[config.mk]
export PLATFORM = sky130hd
export DESIGN_NAME = dram_geom_probe
export DESIGN_NICKNAME = d
export VERILOG_FILES = /design/src/rtl/dgp_pkg.sv /design/src/rtl/probe_addr_gen.sv /design/src/rtl/probe_bus_xfer.sv /design/src/rtl/dram_geom_probe.sv
export SDC_FILE = /design/constraint.sdc
export NUM_CORES = 1
export LEC_CHECK = 0
export ABC_AREA = 0
export BUFFER_PORTS_ARGS = -buffer_cell sky130_fd_sc_hd__buf_4
export CAP_MARGIN = 10
export CORE_ASPECT_RATIO = 0.5
export CORE_UTILIZATION = 54
export CTS_CLUSTER_DIAMETER = 120
export DETAILED_ROUTE_END_ITERATION = 6
export PLACE_DENSITY = 0.81
export SLEW_MARGIN = 20
export SYNTH_ARGS = -nofsm -noshare
export SYNTH_HDL_FRONTEND = slang
export SYNTH_SLANG_ARGS = --single-unit
[constraint.sdc]
create_clock -name clk_i -period 5.1 [get_ports clk_i]
set_clock_uncertainty 0.15 [all_clocks]
set_input_delay 0.51 -clock clk_i [delete_from_list [all_inputs] [get_ports clk_i]]
set_output_delay 0.51 -clock clk_i [all_outputs]
set_load 0.02 [all_outputs]
[src/rtl/dgp_pkg.sv]
package dgp_pkg;

    localparam int DATA_W = 32;
    localparam logic [DATA_W-1:0] PROBE_PAT = 32'h5AA5_F00F;

    typedef enum logic [1:0] {
        PH_IDLE = 2'd0,
        PH_COL  = 2'd1,
        PH_ROW  = 2'd2,
        PH_RANK = 2'd3
    } phase_e;

    typedef enum logic [1:0] {
        ERR_NONE = 2'd0,
        ERR_COL  = 2'd1,
        ERR_ROW  = 2'd2,
        ERR_BUS  = 2'd3
    } err_e;

endpackage

[src/rtl/probe_addr_gen.sv]
module probe_addr_gen
    import dgp_pkg::*;
#(
    parameter int          AW        = 32,
    parameter logic [31:0] BASE_ADDR = 32'h0,
    parameter int          ROW_SHIFT = 13,
    parameter int          RANK_BIT  = 30
) (
    input  phase_e          phase_i,
    input  logic [2:0]      step_i,
    input  logic [4:0]      cand_i,
    input  logic [1:0]      bw_i,
    output logic            we_o,
    output logic [AW-1:0]   addr_o,
    output logic [DATA_W-1:0] wdata_o
);
    localparam int SHW = 6;

    logic [SHW-1:0] shift;
    logic [AW-1:0]  base;
    logic [AW-1:0]  probe;

    assign base = AW'(BASE_ADDR);

    always_comb begin
        unique case (phase_i)
            PH_COL:  shift = {1'b0, cand_i} + {4'b0, bw_i} - SHW'(1);
            PH_ROW:  shift = {1'b0, cand_i} + SHW'(ROW_SHIFT);
            default: shift = SHW'(RANK_BIT);
        endcase
        probe = base + (AW'(1) << shift);
    end

    always_comb begin
        we_o    = 1'b0;
        addr_o  = base;
        wdata_o = '0;
        if (phase_i == PH_RANK) begin
            unique case (step_i)
                3'd0: begin we_o = 1'b1; addr_o = base; wdata_o = '0; end
                3'd1: begin we_o = 1'b1; addr_o = probe; wdata_o = PROBE_PAT; end
                3'd2: begin we_o = 1'b1; addr_o = probe + AW'(4); wdata_o = ~PROBE_PAT; end
                3'd3: begin we_o = 1'b0; addr_o = probe; end
                default: begin we_o = 1'b0; addr_o = base; end
            endcase
        end else begin
            unique case (step_i)
                3'd0: begin we_o = 1'b1; addr_o = base; wdata_o = '0; end
                3'd1: begin we_o = 1'b1; addr_o = probe; wdata_o = PROBE_PAT; end
                3'd2: begin we_o = 1'b0; addr_o = probe; end
                default: begin we_o = 1'b0; addr_o = base; end
            endcase
        end
    end
endmodule

[src/rtl/probe_bus_xfer.sv]
module probe_bus_xfer
    import dgp_pkg::*;
#(
    parameter int AW          = 32,
    parameter int TIMEOUT_CYC = 64
) (
    input  logic              clk_i,
    input  logic              rst_ni,
    input  logic              start_i,
    input  logic              we_i,
    input  logic [AW-1:0]     addr_i,
    input  logic [DATA_W-1:0] wdata_i,
    output logic              mem_req_o,
    output logic              mem_we_o,
    output logic [AW-1:0]     mem_addr_o,
    output logic [DATA_W-1:0] mem_wdata_o,
    input  logic [DATA_W-1:0] mem_rdata_i,
    input  logic              mem_ack_i,
    output logic              done_o,
    output logic              timeout_o,
    output logic [DATA_W-1:0] rdata_o
);
    localparam int WDW = $clog2(TIMEOUT_CYC + 1);

    typedef struct packed {
        logic              req;
        logic              we;
        logic [AW-1:0]     addr;
        logic [DATA_W-1:0] wdata;
        logic [WDW-1:0]    wd;
    } xfer_t;

    xfer_t x_d, x_q;

    always_comb begin
        x_d       = x_q;
        done_o    = x_q.req & mem_ack_i;
        timeout_o = x_q.req & ~mem_ack_i & (x_q.wd == WDW'(TIMEOUT_CYC - 1));
        if (start_i && !x_q.req) begin
            x_d.req   = 1'b1;
            x_d.we    = we_i;
            x_d.addr  = addr_i;
            x_d.wdata = wdata_i;
            x_d.wd    = '0;
        end else if (done_o || timeout_o) begin
            x_d.req = 1'b0;
            x_d.wd  = '0;
        end else if (x_q.req) begin
            x_d.wd = x_q.wd + WDW'(1);
        end
    end

    always_ff @(posedge clk_i or negedge rst_ni) begin
        if (!rst_ni) x_q <= '0;
        else         x_q <= x_d;
    end

    assign mem_req_o   = x_q.req;
    assign mem_we_o    = x_q.we;
    assign mem_addr_o  = x_q.addr;
    assign mem_wdata_o = x_q.wdata;
    assign rdata_o     = mem_rdata_i;


    req_hold_chk: assert property (@(posedge clk_i) disable iff (!rst_ni)
        mem_req_o && !mem_ack_i && !timeout_o |=>
            mem_req_o && $stable(mem_addr_o) && $stable(mem_we_o) && $stable(mem_wdata_o))
        else $error("request changed before acknowledge");


    timeout_drop_chk: assert property (@(posedge clk_i) disable iff (!rst_ni)
        timeout_o |=> !mem_req_o)
        else $error("request still up after timeout");
endmodule

[src/rtl/dram_geom_probe.sv]
module dram_geom_probe
    import dgp_pkg::*;
#(
    parameter int          AW          = 32,
    parameter logic [31:0] BASE_ADDR   = 32'h0,
    parameter int          COL_HI      = 11,
    parameter int          COL_LO      = 9,
    parameter int          ROW_HI      = 16,
    parameter int          ROW_LO      = 12,
    parameter int          ROW_SHIFT   = 13,
    parameter int          RANK_BIT    = 30,
    parameter int          TIMEOUT_CYC = 64
) (
    input  logic          clk_i,
    input  logic          rst_ni,
    input  logic          start_i,
    input  logic [1:0]    bw_sel_i,
    output logic          mem_req_o,
    output logic          mem_we_o,
    output logic [31:0]   mem_addr_o,
    output logic [31:0]   mem_wdata_o,
    input  logic [31:0]   mem_rdata_i,
    input  logic          mem_ack_i,
    output logic          busy_o,
    output logic          done_o,
    output logic          err_o,
    output logic [1:0]    err_kind_o,
    output logic [3:0]    col_bits_o,
    output logic [4:0]    cs0_row_o,
    output logic [4:0]    cs1_row_o,
    output logic [1:0]    rank_o
);
    localparam logic [2:0] LAST_STD  = 3'd3;
    localparam logic [2:0] LAST_RANK = 3'd4;

    typedef struct packed {
        phase_e     phase;
        logic [2:0] step;
        logic [4:0] cand;
        logic       issued;
        logic       probe_ok;
        logic [1:0] bw;
        logic [3:0] col;
        logic [4:0] row;
        logic [1:0] rank;
        err_e       err;
        logic       done;
    } ctl_t;

    ctl_t c_d, c_q;

    logic              xs_start;
    logic              gen_we;
    logic [AW-1:0]     gen_addr;
    logic [DATA_W-1:0] gen_wdata;
    logic              x_done;
    logic              x_timeout;
    logic [DATA_W-1:0] x_rdata;
    logic [AW-1:0]     bus_addr;
    logic [2:0]        last_step;
    logic              hit;

    probe_addr_gen #(
        .AW(AW), .BASE_ADDR(BASE_ADDR), .ROW_SHIFT(ROW_SHIFT), .RANK_BIT(RANK_BIT)
    ) addr_gen_i (
        .phase_i (c_q.phase),
        .step_i  (c_q.step),
        .cand_i  (c_q.cand),
        .bw_i    (c_q.bw),
        .we_o    (gen_we),
        .addr_o  (gen_addr),
        .wdata_o (gen_wdata)
    );

    probe_bus_xfer #(
        .AW(AW), .TIMEOUT_CYC(TIMEOUT_CYC)
    ) xfer_i (
        .clk_i       (clk_i),
        .rst_ni      (rst_ni),
        .start_i     (xs_start),
        .we_i        (gen_we),
        .addr_i      (gen_addr),
        .wdata_i     (gen_wdata),
        .mem_req_o   (mem_req_o),
        .mem_we_o    (mem_we_o),
        .mem_addr_o  (bus_addr),
        .mem_wdata_o (mem_wdata_o),
        .mem_rdata_i (mem_rdata_i),
        .mem_ack_i   (mem_ack_i),
        .done_o      (x_done),
        .timeout_o   (x_timeout),
        .rdata_o     (x_rdata)
    );

    assign mem_addr_o = 32'(bus_addr);

    always_comb begin
        c_d       = c_q;
        xs_start  = 1'b0;
        last_step = (c_q.phase == PH_RANK) ? LAST_RANK : LAST_STD;
        hit       = c_q.probe_ok && (x_rdata == '0);
        if (c_q.phase == PH_IDLE) begin
            if (start_i) begin
                c_d.phase    = PH_COL;
                c_d.step     = '0;
                c_d.cand     = 5'(COL_HI);
                c_d.issued   = 1'b0;
                c_d.probe_ok = 1'b0;
                c_d.bw       = bw_sel_i;
                c_d.col      = '0;
                c_d.row      = '0;
                c_d.rank     = '0;
                c_d.err      = ERR_NONE;
                c_d.done     = 1'b0;
            end
        end else if (!c_q.issued) begin
            xs_start   = 1'b1;
            c_d.issued = 1'b1;
        end else if (x_timeout) begin
            c_d.issued = 1'b0;
            c_d.err    = ERR_BUS;
            c_d.done   = 1'b1;
            c_d.phase  = PH_IDLE;
        end else if (x_done) begin
            c_d.issued = 1'b0;
            if (c_q.step == last_step - 3'd1)
                c_d.probe_ok = (x_rdata == PROBE_PAT);
            if (c_q.step != last_step) begin
                c_d.step = c_q.step + 3'd1;
            end else begin
                c_d.step     = '0;
                c_d.probe_ok = 1'b0;
                unique case (c_q.phase)
                    PH_COL: begin
                        if (hit) begin
                            c_d.col   = c_q.cand[3:0];
                            c_d.phase = PH_ROW;
                            c_d.cand  = 5'(ROW_HI);
                        end else if (c_q.cand == 5'(COL_LO)) begin
                            c_d.err   = ERR_COL;
                            c_d.done  = 1'b1;
                            c_d.phase = PH_IDLE;
                        end else begin
                            c_d.cand = c_q.cand - 5'd1;
                        end
                    end
                    PH_ROW: begin
                        if (hit) begin
                            c_d.row   = c_q.cand;
                            c_d.phase = PH_RANK;
                        end else if (c_q.cand == 5'(ROW_LO)) begin
                            c_d.err   = ERR_ROW;
                            c_d.phase = PH_RANK;
                        end else begin
                            c_d.cand = c_q.cand - 5'd1;
                        end
                    end
                    default: begin
                        c_d.rank  = hit ? 2'd2 : 2'd1;
                        c_d.done  = 1'b1;
                        c_d.phase = PH_IDLE;
                    end
                endcase
            end
        end
    end

    always_ff @(posedge clk_i or negedge rst_ni) begin
        if (!rst_ni) c_q <= '0;
        else         c_q <= c_d;
    end

    assign busy_o     = (c_q.phase != PH_IDLE);
    assign done_o     = c_q.done;
    assign err_o      = (c_q.err != ERR_NONE);
    assign err_kind_o = c_q.err;
    assign col_bits_o = c_q.col;
    assign cs0_row_o  = c_q.row;
    assign cs1_row_o  = c_q.row;
    assign rank_o     = c_q.rank;


    result_range_chk: assert property (@(posedge clk_i) disable iff (!rst_ni)
        done_o && !err_o |->
            (col_bits_o >= 4'(COL_LO)) && (col_bits_o <= 4'(COL_HI)) &&
            (cs0_row_o >= 5'(ROW_LO)) && (cs0_row_o <= 5'(ROW_HI)) &&
            (cs0_row_o == cs1_row_o) && (rank_o != 2'd0))
        else $error("clean result out of range");


    col_err_stop_chk: assert property (@(posedge clk_i) disable iff (!rst_ni)
        done_o && (err_kind_o == ERR_COL) |-> (rank_o == 2'd0) && !mem_req_o)
        else $error("activity after column failure");


    done_hold_chk: assert property (@(posedge clk_i) disable iff (!rst_ni)
        done_o && !start_i |=> done_o && $stable(col_bits_o) && $stable(rank_o)
                                && $stable(cs0_row_o) && $stable(err_kind_o))
        else $error("result moved without start");


    req_in_run_chk: assert property (@(posedge clk_i) disable iff (!rst_ni)
        mem_req_o |-> busy_o)
        else $error("request outside a run");
endmodule

## Word-level counts from Yosys, hierarchy flattened

Cells that the tools add are included.

- Word-level logic and storage cells: 152
- Register bits after elaboration: 101
- Output and inout bits: 87

- Reduce and logical (&&, ||, !) cells: 34
- Muxes and demuxes: 61
- Add/sub/neg operators: 8
- Bitwise gates (word level): 4
- Eq/ne operators: 28
- Shifts and indexed selects: 1

Operators by type and width:

| operator | number |
|---|---|
| $pmux W32 S2 | 2 |
| $mux W32 | 3 |
| $mux W14 | 4 |
| $mux W5 | 7 |
| $add A32 B3 Y32 const B | 1 |
| $eq A32 B31 Y1 const B | 1 |
| $logic_not A32 Y1 | 1 |
| $shl A1 B6 Y32 const A | 1 |
| $mux W31 | 1 |
| $mux W28 | 1 |
| $mux W12 | 2 |
| $mux W7 | 3 |
| $reduce_and A7 Y1 | 3 |
| $mux W2 | 10 |
| $ne A4 B4 Y1 const B | 5 |
| $reduce_and A9 Y1 | 2 |
| $reduce_bool A2 Y1 | 8 |
| $mux W3 | 5 |
| $ne A3 B3 Y1 const B | 5 |
| $mux W1 | 13 |
| $pmux W6 S2 | 1 |
| $reduce_and A6 Y1 | 2 |
| $mux W11 | 1 |
| $eq A5 B4 Y1 const B | 2 |
| 37 further kinds | 52 |

## Depth between registers and ports, before layout

Gate-level depths: netlist (run 1).

- Word-level depth: 10
- Depth in mapped cells: 19
- Gate-level depth less buffers: 18

## Modules after synthesis

From an unflattened synthesis (run 1), not the netlist that was laid out.

- Cell total of the unflattened synthesis: 671
- Area, all modules: 6837.8 sq um

Modules (own cells, without submodules):

| module | sequential area each (sq um) | cells an instance | area an instance (sq um) | times used |
|---|---|---|---|---|
| probe_bus_xfer | 1826.8 | 275 | 3543.4 | 1 |
| dram_geom_probe | 700.7 | 228 | 2205.9 | 1 |
| probe_addr_gen | 0.0 | 168 | 1088.5 | 1 |

## Least setup slack after synthesis (run 1)

Ideal clock, no wire load.

- Kind: register to register
- From: reg c_q[19] (netlist name)
- To: reg xfer_i.x_q, in the netlist xfer_i.mem_addr_o[4]
- Path buffers: 1
- Arrival time: 3.301 ns
- Cell stages (with the launch flop): 20
- Path slack: 1.526 ns
- Library setup time: 0.123 ns
- Cell sequence: dfrtp_1 inv_1 ha_1 inv_1 ha_1 inv_1 fa_1 o21bai_1 a2111oi_0 a211oi_2 and2_0 clkbuf_1 nand4_1 nor2_1 ha_1 nand2_1 a21oi_1 o21a_1 a41o_1 o21ai_1

- Word-level cells in the longest chain between the ends: 7

RTL lines:

| item | RTL line | RTL |
|---|---|---|
| start, declared | dram_geom_probe.sv:50 | `ctl_t c_d, c_q;` |
| start signal, assigned | dram_geom_probe.sv:169 | `if (!rst_ni) c_q <= '0;` |
| start signal, assigned | dram_geom_probe.sv:170 | `else c_q <= c_d;` |
| $add A5 B2 Y6 | probe_addr_gen.sv:27 | `PH_COL: shift = {1'b0, cand_i} + {4'b0, bw_i} - SHW'(1);` |
| $sub A6 B1 Y6 | probe_addr_gen.sv:27 |  |
| $pmux W6 S2 * | probe_addr_gen.sv:26 | `unique case (phase_i)` |
| $shl A1 B6 Y32 * | probe_addr_gen.sv:31 | `probe = base + (AW'(1) << shift);` |
| $add A32 B3 Y32 | probe_addr_gen.sv:42 | `3'd2: begin we_o = 1'b1; addr_o = probe + AW'(4); wdata_o = ~PROBE_PAT; end` |
| $pmux W32 S2 | probe_addr_gen.sv:39 | `unique case (step_i)` |
| $mux W32 * | probe_addr_gen.sv:38 | `if (phase_i == PH_RANK) begin` |
| end signal, assigned | probe_bus_xfer.sv:54 | `if (!rst_ni) x_q <= '0;` |
| end signal, assigned | probe_bus_xfer.sv:55 | `else x_q <= x_d;` |
| end, declared | probe_bus_xfer.sv:33 | `xfer_t x_d, x_q;` |

Mark *: on every way between the ends. The rest lies on a longest branch, timed or not.
A chain may end at the register's enable or synchronous reset.

## Worst setup path after layout (run 1)

Ends and elaborated chain as after synthesis.

==> metrics.md, run 1 <==
| Metric | Value |
|---|---|
| Area of the multi-input gates | `around 0.0024 mm2` |
| Filler instances | `775` |
| Comb pwr share | `0.459` |
| Ys async rst share | `1.00` |
| Chip height | `69.8 um` |
| Synth warn | `0` |
| R2R Path Start | `c_q[19]` |
| Arr. time, crit path | `4.15 ns` |
| Ratio of cells with drive above 1 in the final layout | `0.289` |
| Syn avg cell area | `between 9 and 10 um2` |
| Pre-antenna DRT Iters | `5` |
| Core area | `0.00883 mm2` |
| Worst skew pair latency | `about 0.33 ns` |
| Die span in x | `roughly 140 um` |
| IO Pins | `between 100 and 150` |
| Starting Density | `0.563` |
| Total Routing Usage GR | `0.247` |
| Final setup viols | `0` |
| P_leak | `2.65 nW` |
| DR DRC count | `0` |
| Pint | `1.50 mW` |
| Number of diodes | `0` |
| Syn nets | `609` |
| FF+latch area | `around 0.0018 mm2` |
| Clock power share | `0.255` |
| Mapped Cells | `542` |
| Initial antenna violation count | `0` |
| RSZ-0062 raised after global routing | `no` |
| Reg power frac | `0.286` |
| Setup_tns | `0 ns` |
| Dpl hpwl | `8350 um` |
| Post-synthesis sequential area ratio | `0.358` |
| Hold Crit Class | `in -> async` |
| Switching Fraction | `0.421` |
| Final antenna-violating net count | `0` |
| Vias in the first global route | `3,768` |
| Minimum clock period | `4.08 ns` |
| H-tree levels | `3` |
| Critical-path maximum fanout | `6` |
| CP bufs+invs | `3` |
| Clk sinks | `71` |
| Status | `finished clean` |
| Crit path from | `c_q[19]` |
| CP Launch Type | `flip-flop` |
| CTS clk-pin slew, worst paths | `~0.060 ns` |
| CTS tree | `built` |
| Number of enable flip-flop cells after synthesis | `0` |
| Req. time, crit path | `5.16 ns` |
| Post-CTS Setup Inserts | `0` |
| CP endpoint kind | `flip-flop` |
| Row count | `24` |
| P&R area growth vs syn | `13.5%` |
| WL final | `11,300 um` |
| Highest routing layer actually used | `met4` |
| DRT iter0 DRCs | `464` |
| Worst slew pin tran | `0.944 ns` |
| CP peak stage delay | `between 0.4 and 0.5 ns` |
| Grt ovf | `0` |
| Synth Flop Type | `dfrtp_1` |
| I/O Buffers | `124` |
| Worst-case vdd ir drop | `approximately 0.26 mV` |
| Final Cell Area | `0.00564 mm2` |
| #FFs+latches synth | `71` |
| GPL Wtd Cong | `0.907` |
| Slew Viols, Final | `0` |
| Met2 wire length | `5110 um` |
| First-pass GRT wire length | `18,500 um` |
| Max Clk Rate | `245 MHz` |
| Max-cap violations | `0` |
| Die area | `0.00961 mm2` |
| Routed wire per std cell | `16.1 um` |
| Slew headroom | `0.371` |
| Pwr dens | `460 mW/mm2` |
| Post-synth cell types | `77` |
| M1 WL | `5280 um` |
| Final period utilization | `0.801` |
| Wire length on met3 | `between 800 and 900 um` |
| CP delay by family, top | `compound AO/OA/AOI/OAI gates` |
| Post-synthesis cell area | `0.00497 mm2` |
| Crit Path Class | `reg -> reg` |
| Fin. Hold Viols | `0` |
| Clock root cell | `clkbuf_16` |
| Largest net degree at the start of global routing | `72` |
| Switch Pwr | `1.09 mW` |
| Num CTS Buffers | `9` |
| Placed cell areas | `around 0.0053 mm2` |
| Critical path's slowest cell | `dfrtp_1` |
| Via count | `a little over 4,000` |
| CP cell instances | `inv_1 > ha_1 > inv_1 > ha_1 > inv_1 > fa_1 > o21bai_1 > a2111oi_0 > a211oi_2 > and2_0 > nand4_1 > nor2_1 > ha_1 > nand2_1 > a21oi_1 > o21a_1 > a41o_1 > o21ai_1` |
| Hold Buf Count CTS | `0` |
| WHS | `0.170 ns` |
| Post_cts resized | `0` |
| Bufs on Longest Clock Path | `2` |
| Layout Nets | `648` |
| Via/cell ratio | `5.77` |
==> synth_stat cells, drive strengths merged, types with 11 or more instances <==
library cell / instances / area, um2
buf: 88 / 677
dfrtp: 71 / 1780
nand2: 67 / 251
o21ai: 44 / 224
nor2: 29 / 111
ha: 28 / 350
inv: 26 / 97.6
a21oi: 19 / 98.9
nor3: 19 / 128
nand4: 12 / 81.3
nor4: 11 / 106
==> state kept, by name, indices dropped and copies added (netlist names), 2 cells and up <==
| signal | count |
|---|---|
| c_q | 14 |
| col_bits_o | 4 |
| cs0_row_o | 5 |
| err_kind_o | 2 |
| rank_o | 2 |
| xfer_i.mem_addr_o | 32 |
| xfer_i.mem_wdata_o | 2 |
| xfer_i.x_q | 7 |
==> cells in the final DEF (no fill, tap or decap), types with 3 or more instances in the layout <==
cell and count:
ha_1 28, nor4_2 6, a22oi_1 6, clkbuf_16 9, buf_4 125, o21ai_0 19
nand2b_1 4, nand3_1 10, a21oi_1 18, nand4_1 11, xor2_1 4, dfrtp_1 71
o211ai_1 3, nand2_1 67, nor4_1 5, a21o_1 5, inv_1 24, nor2b_1 3
o211a_1 4, mux2_1 4, nor3_1 15, xnor2_1 4, o21ai_1 24, o31ai_1 5
a22o_1 10, o21a_1 6, nor2_1 28
==> area by class of cell <==
class                      count  area share
timing repair buffer         125       0.166
inverter                      27      0.0180
tap                          117      0.0260
clock inverter                 5      0.0146
clock buffer                  10      0.0406
multi-input combinational    347       0.419
sequential                    71       0.315
==> final timing paths <==
check | end | slack [ns] | depth (start not counted)
setup / recovery | xfer_i.mem_addr_o[4] | 1.02 | 18
hold / removal | xfer_i.mem_addr_o[13] | 0.17 | 1
setup reg to reg | xfer_i.mem_addr_o[4] | 1.02 | 18
hold reg to reg | xfer_i.mem_addr_o[17] | 0.32 | 2
max in group asynchronous | c_q[19] | 4.05 | 1
min in group clk_i | c_q[14] | 0.24 | 3
==> kinds of logic after synthesis <==
| kind of cell | count (synthesis) | share of synthesized area |
|---|---|---|
| compound gates | 127 | 0.178 |
| flops | 71 | 0.358 |
| xor+xnor | 8 | 0.0141 |
| buf+inv | 124 | 0.167 |
| mux | 9 | 0.0214 |
| simple gates | 174 | 0.188 |
| fa+ha+maj | 29 | 0.0745 |
==> power by group through the flow <==
| stage | sequential [mW] | clock, mW | combinational [mW] |
|---|---|---|---|
| final | 0.741 | 0.662 | 1.19 |
| after detailed placement | 0.748 | 0 | 1.16 |
| after global placement | 0.742 | 0 | 1.14 |
| after CTS | 0.740 | 0.670 | 1.18 |
| after floorplan | 0.721 | 0 | 0.940 |
| after global routing | 0.757 | 0.690 | 1.30 |
==> routing by layer <==
metal / GRT usage / vias to the layer above
met5: 0 / -
met4: 0.0720 / 0
met3: 0.0475 / 16
met2: 0.375 / 175
met1: 0.357 / 1949
li1: - / 1912
==> through the flow <==
stage          utilization  setup WS (ns)  power (mW)  cells
2_1_floorplan            -           1.53        1.66    542
3_3_place_gp         0.603           1.33        1.88    687
3_5_place_dp         0.603           1.13        1.91    687
4_1_cts              0.639           1.06        2.59    702
5_1_grt              0.639          0.723        2.75    702
6_report             0.639           1.02        2.59    702
Note: power is estimated with default switching activity, not from simulation.
==> run 2: changes to the inputs <==
==> constraint.sdc (replaced) <==
create_clock -name clk_i -period 4.05 [get_ports clk_i]
set_clock_uncertainty 0.15 [all_clocks]
set_input_delay 0.405 -clock clk_i [delete_from_list [all_inputs] [get_ports clk_i]]
set_output_delay 0.405 -clock clk_i [all_outputs]
set_load 0.02 [all_outputs]
==> metrics.md, run 2 (synthesis results as in run 1) <==
| Metric | Value |
|---|---|
| Total Routing Usage GR | `0.247` |
| Final period utilization | `0.952` |
| CTS clk-pin slew, worst paths | `0.06 ns` |
| Setup ws final | `0.193 ns` |
| CP endpoint kind | `flip-flop` |
| Clk sinks | `71` |
| Crit Path Class | `reg -> reg` |
| Status | `finished clean` |
| Routed wire per std cell | `15.9 um` |
| I/O Buffers | `roughly 120` |
| Core area | `0.00883 mm2` |
| CTS tree | `built` |
| Critical-path maximum fanout | `6` |
| Initial antenna violation count | `0` |
| Pre-CTS setup slack | `0.153 ns` |
| Placed cell count | `691` |
| Util after Layout | `0.644` |
| DR DRC count | `0` |
| Arr. time, crit path | `a little under 4 ns` |
| Max-cap violations | `0` |
| WHS | `0.0477 ns` |
| RSZ-0062 raised after global routing | `no` |
| Num CTS Buffers | `9` |
| Req. time, crit path | `4.12 ns` |
| Layout Nets | `653` |
| Worst slew pin tran | `between 0.8 and 0.9 ns` |
| Vias in the first global route | `3,773` |
| Fin. Hold Viols | `0` |
| Largest register FFs | `32` |
| Ratio of cells with drive above 1 in the final layout | `0.298` |
| Setup_tns | `0 ns` |
| P&R area growth vs syn | `14.4%` |
| Worst skew pair latency | `0.33 ns` |
| Chip height | `69.8 um` |
| Minimum clock period | `3.86 ns` |
| H-tree levels | `3` |
| Via count | `around 4,100` |
| Pre-antenna DRT Iters | `6` |
| Slew Viols, Final | `0` |
| DRT iter0 DRCs | `410` |
| Final antenna-violating net count | `0` |
| Max Clk Rate | `259 MHz` |
| Die span in x | `between 100 and 150 um` |
| P_leak | `2.68 nW` |
| Most frequent cells in the layout | `buf_4 (130), dfrtp_1 (71), nand2_1 (67)` |
| Starting Density | `0.563` |
| Via/cell ratio | `5.78` |
| Grt ovf | `0` |
| Slew headroom | `0.403` |
| Final setup viols | `0` |
| Placed cell areas | `roughly 0.0054 mm2` |
| GPL Wtd Cong | `slightly below 0.9` |
| Row count | `24` |
| Hold Buf Count CTS | `0` |
| Commonest non-fill, non-tap cell in the layout | `buf_4` |
| Bufs on Longest Clock Path | `2` |
| Largest net degree at the start of global routing | `a little over 70` |
| Dpl hpwl | `approximately 8300 um` |
| First-pass GRT wire length | `18,400 um` |
| Number of diodes | `0` |
| Pwr dens | `approximately 600 mW/mm2` |
| IO Pins | `125` |
| CP Launch Type | `flip-flop` |
| Post-Layout Cell Count | `707` |
| Overall Power | `about 3.3 mW` |
| Clock root cell | `clkbuf_16` |
| Final Cell Area | `0.00569 mm2` |
| Worst-case vdd ir drop | `~0.37 mV` |
| Hold Crit Class | `in -> async` |
| Die area | `0.00961 mm2` |
| WL final | `11,300 um` |
-- run 2: cell count changes in the layout (fill, tap and decap cells not counted), sizes merged --
cell	before	now
clkinv	3	2
buf	125	130
clkinvlp	0	1
-- run 2: routing by layer --
| layer | part of all wire | global-route usage |
|---|---|---|
| met1 | 0.45 | 0.353 |
| met5 | 0 | 0 |
| met3 | 0.084 | 0.0468 |
| met4 | 0.0091 | 0.0733 |
| met2 | 0.45 | 0.379 |
-- run 2: worst max-delay path, stage by stage, from the launching register on --
cell and delay, ns:
dfrtp_1 0.46, inv_1 0.15, ha_1 0.29, inv_1 0.06, ha_1 0.18, inv_1 0.06, fa_1 0.41, o21bai_1 0.20
a2111oi_0 0.13, a211oi_2 0.30, and2_2 0.27, nand4_1 0.15, nor2_1 0.14, ha_1 0.15, nand2_1 0.06, a21oi_1 0.19
o21a_1 0.15, a41o_1 0.19, o21ai_1 0.06
-- run 2: repair_timing --
action,CTS,global route
setup endpoints to repair,0,1
setup buffers,0,1
resized for setup,0,2
-- run 2: path summary, 6_finish.rpt --
kind,startpoint,end,slack (ns),cells after the start
setup reg to reg,c_q[19],xfer_i.mem_addr_o[4],0.19,18
hold / removal,rst_ni,xfer_i.mem_addr_o[9],0.05,1
hold reg to reg,xfer_i.mem_addr_o[17],xfer_i.mem_addr_o[17],0.33,2
min in group clk_i,bw_sel_i[1],c_q[15],0.15,3
setup / recovery,c_q[19],xfer_i.mem_addr_o[4],0.19,18
max in group asynchronous,rst_ni,c_q[26],3.11,1
-- run 2: where the power goes --
| part | internal, mW | total (mW) | switching, mW |
|---|---|---|---|
| registers | 0.796 | 0.932 | 0.136 |
| logic | 0.587 | 1.54 | 0.950 |
| clock network | 0.553 | 0.853 | 0.300 |
-- run 2: final cells by class --
class	count	area (um2)
clock buffers	10	239
multi-input cells	347	2360
clock inverters	5	81.3
inverters	27	101
repair buffers	130	976
flip-flops and latches	71	1780
well taps	117	146
fillers	746	3140
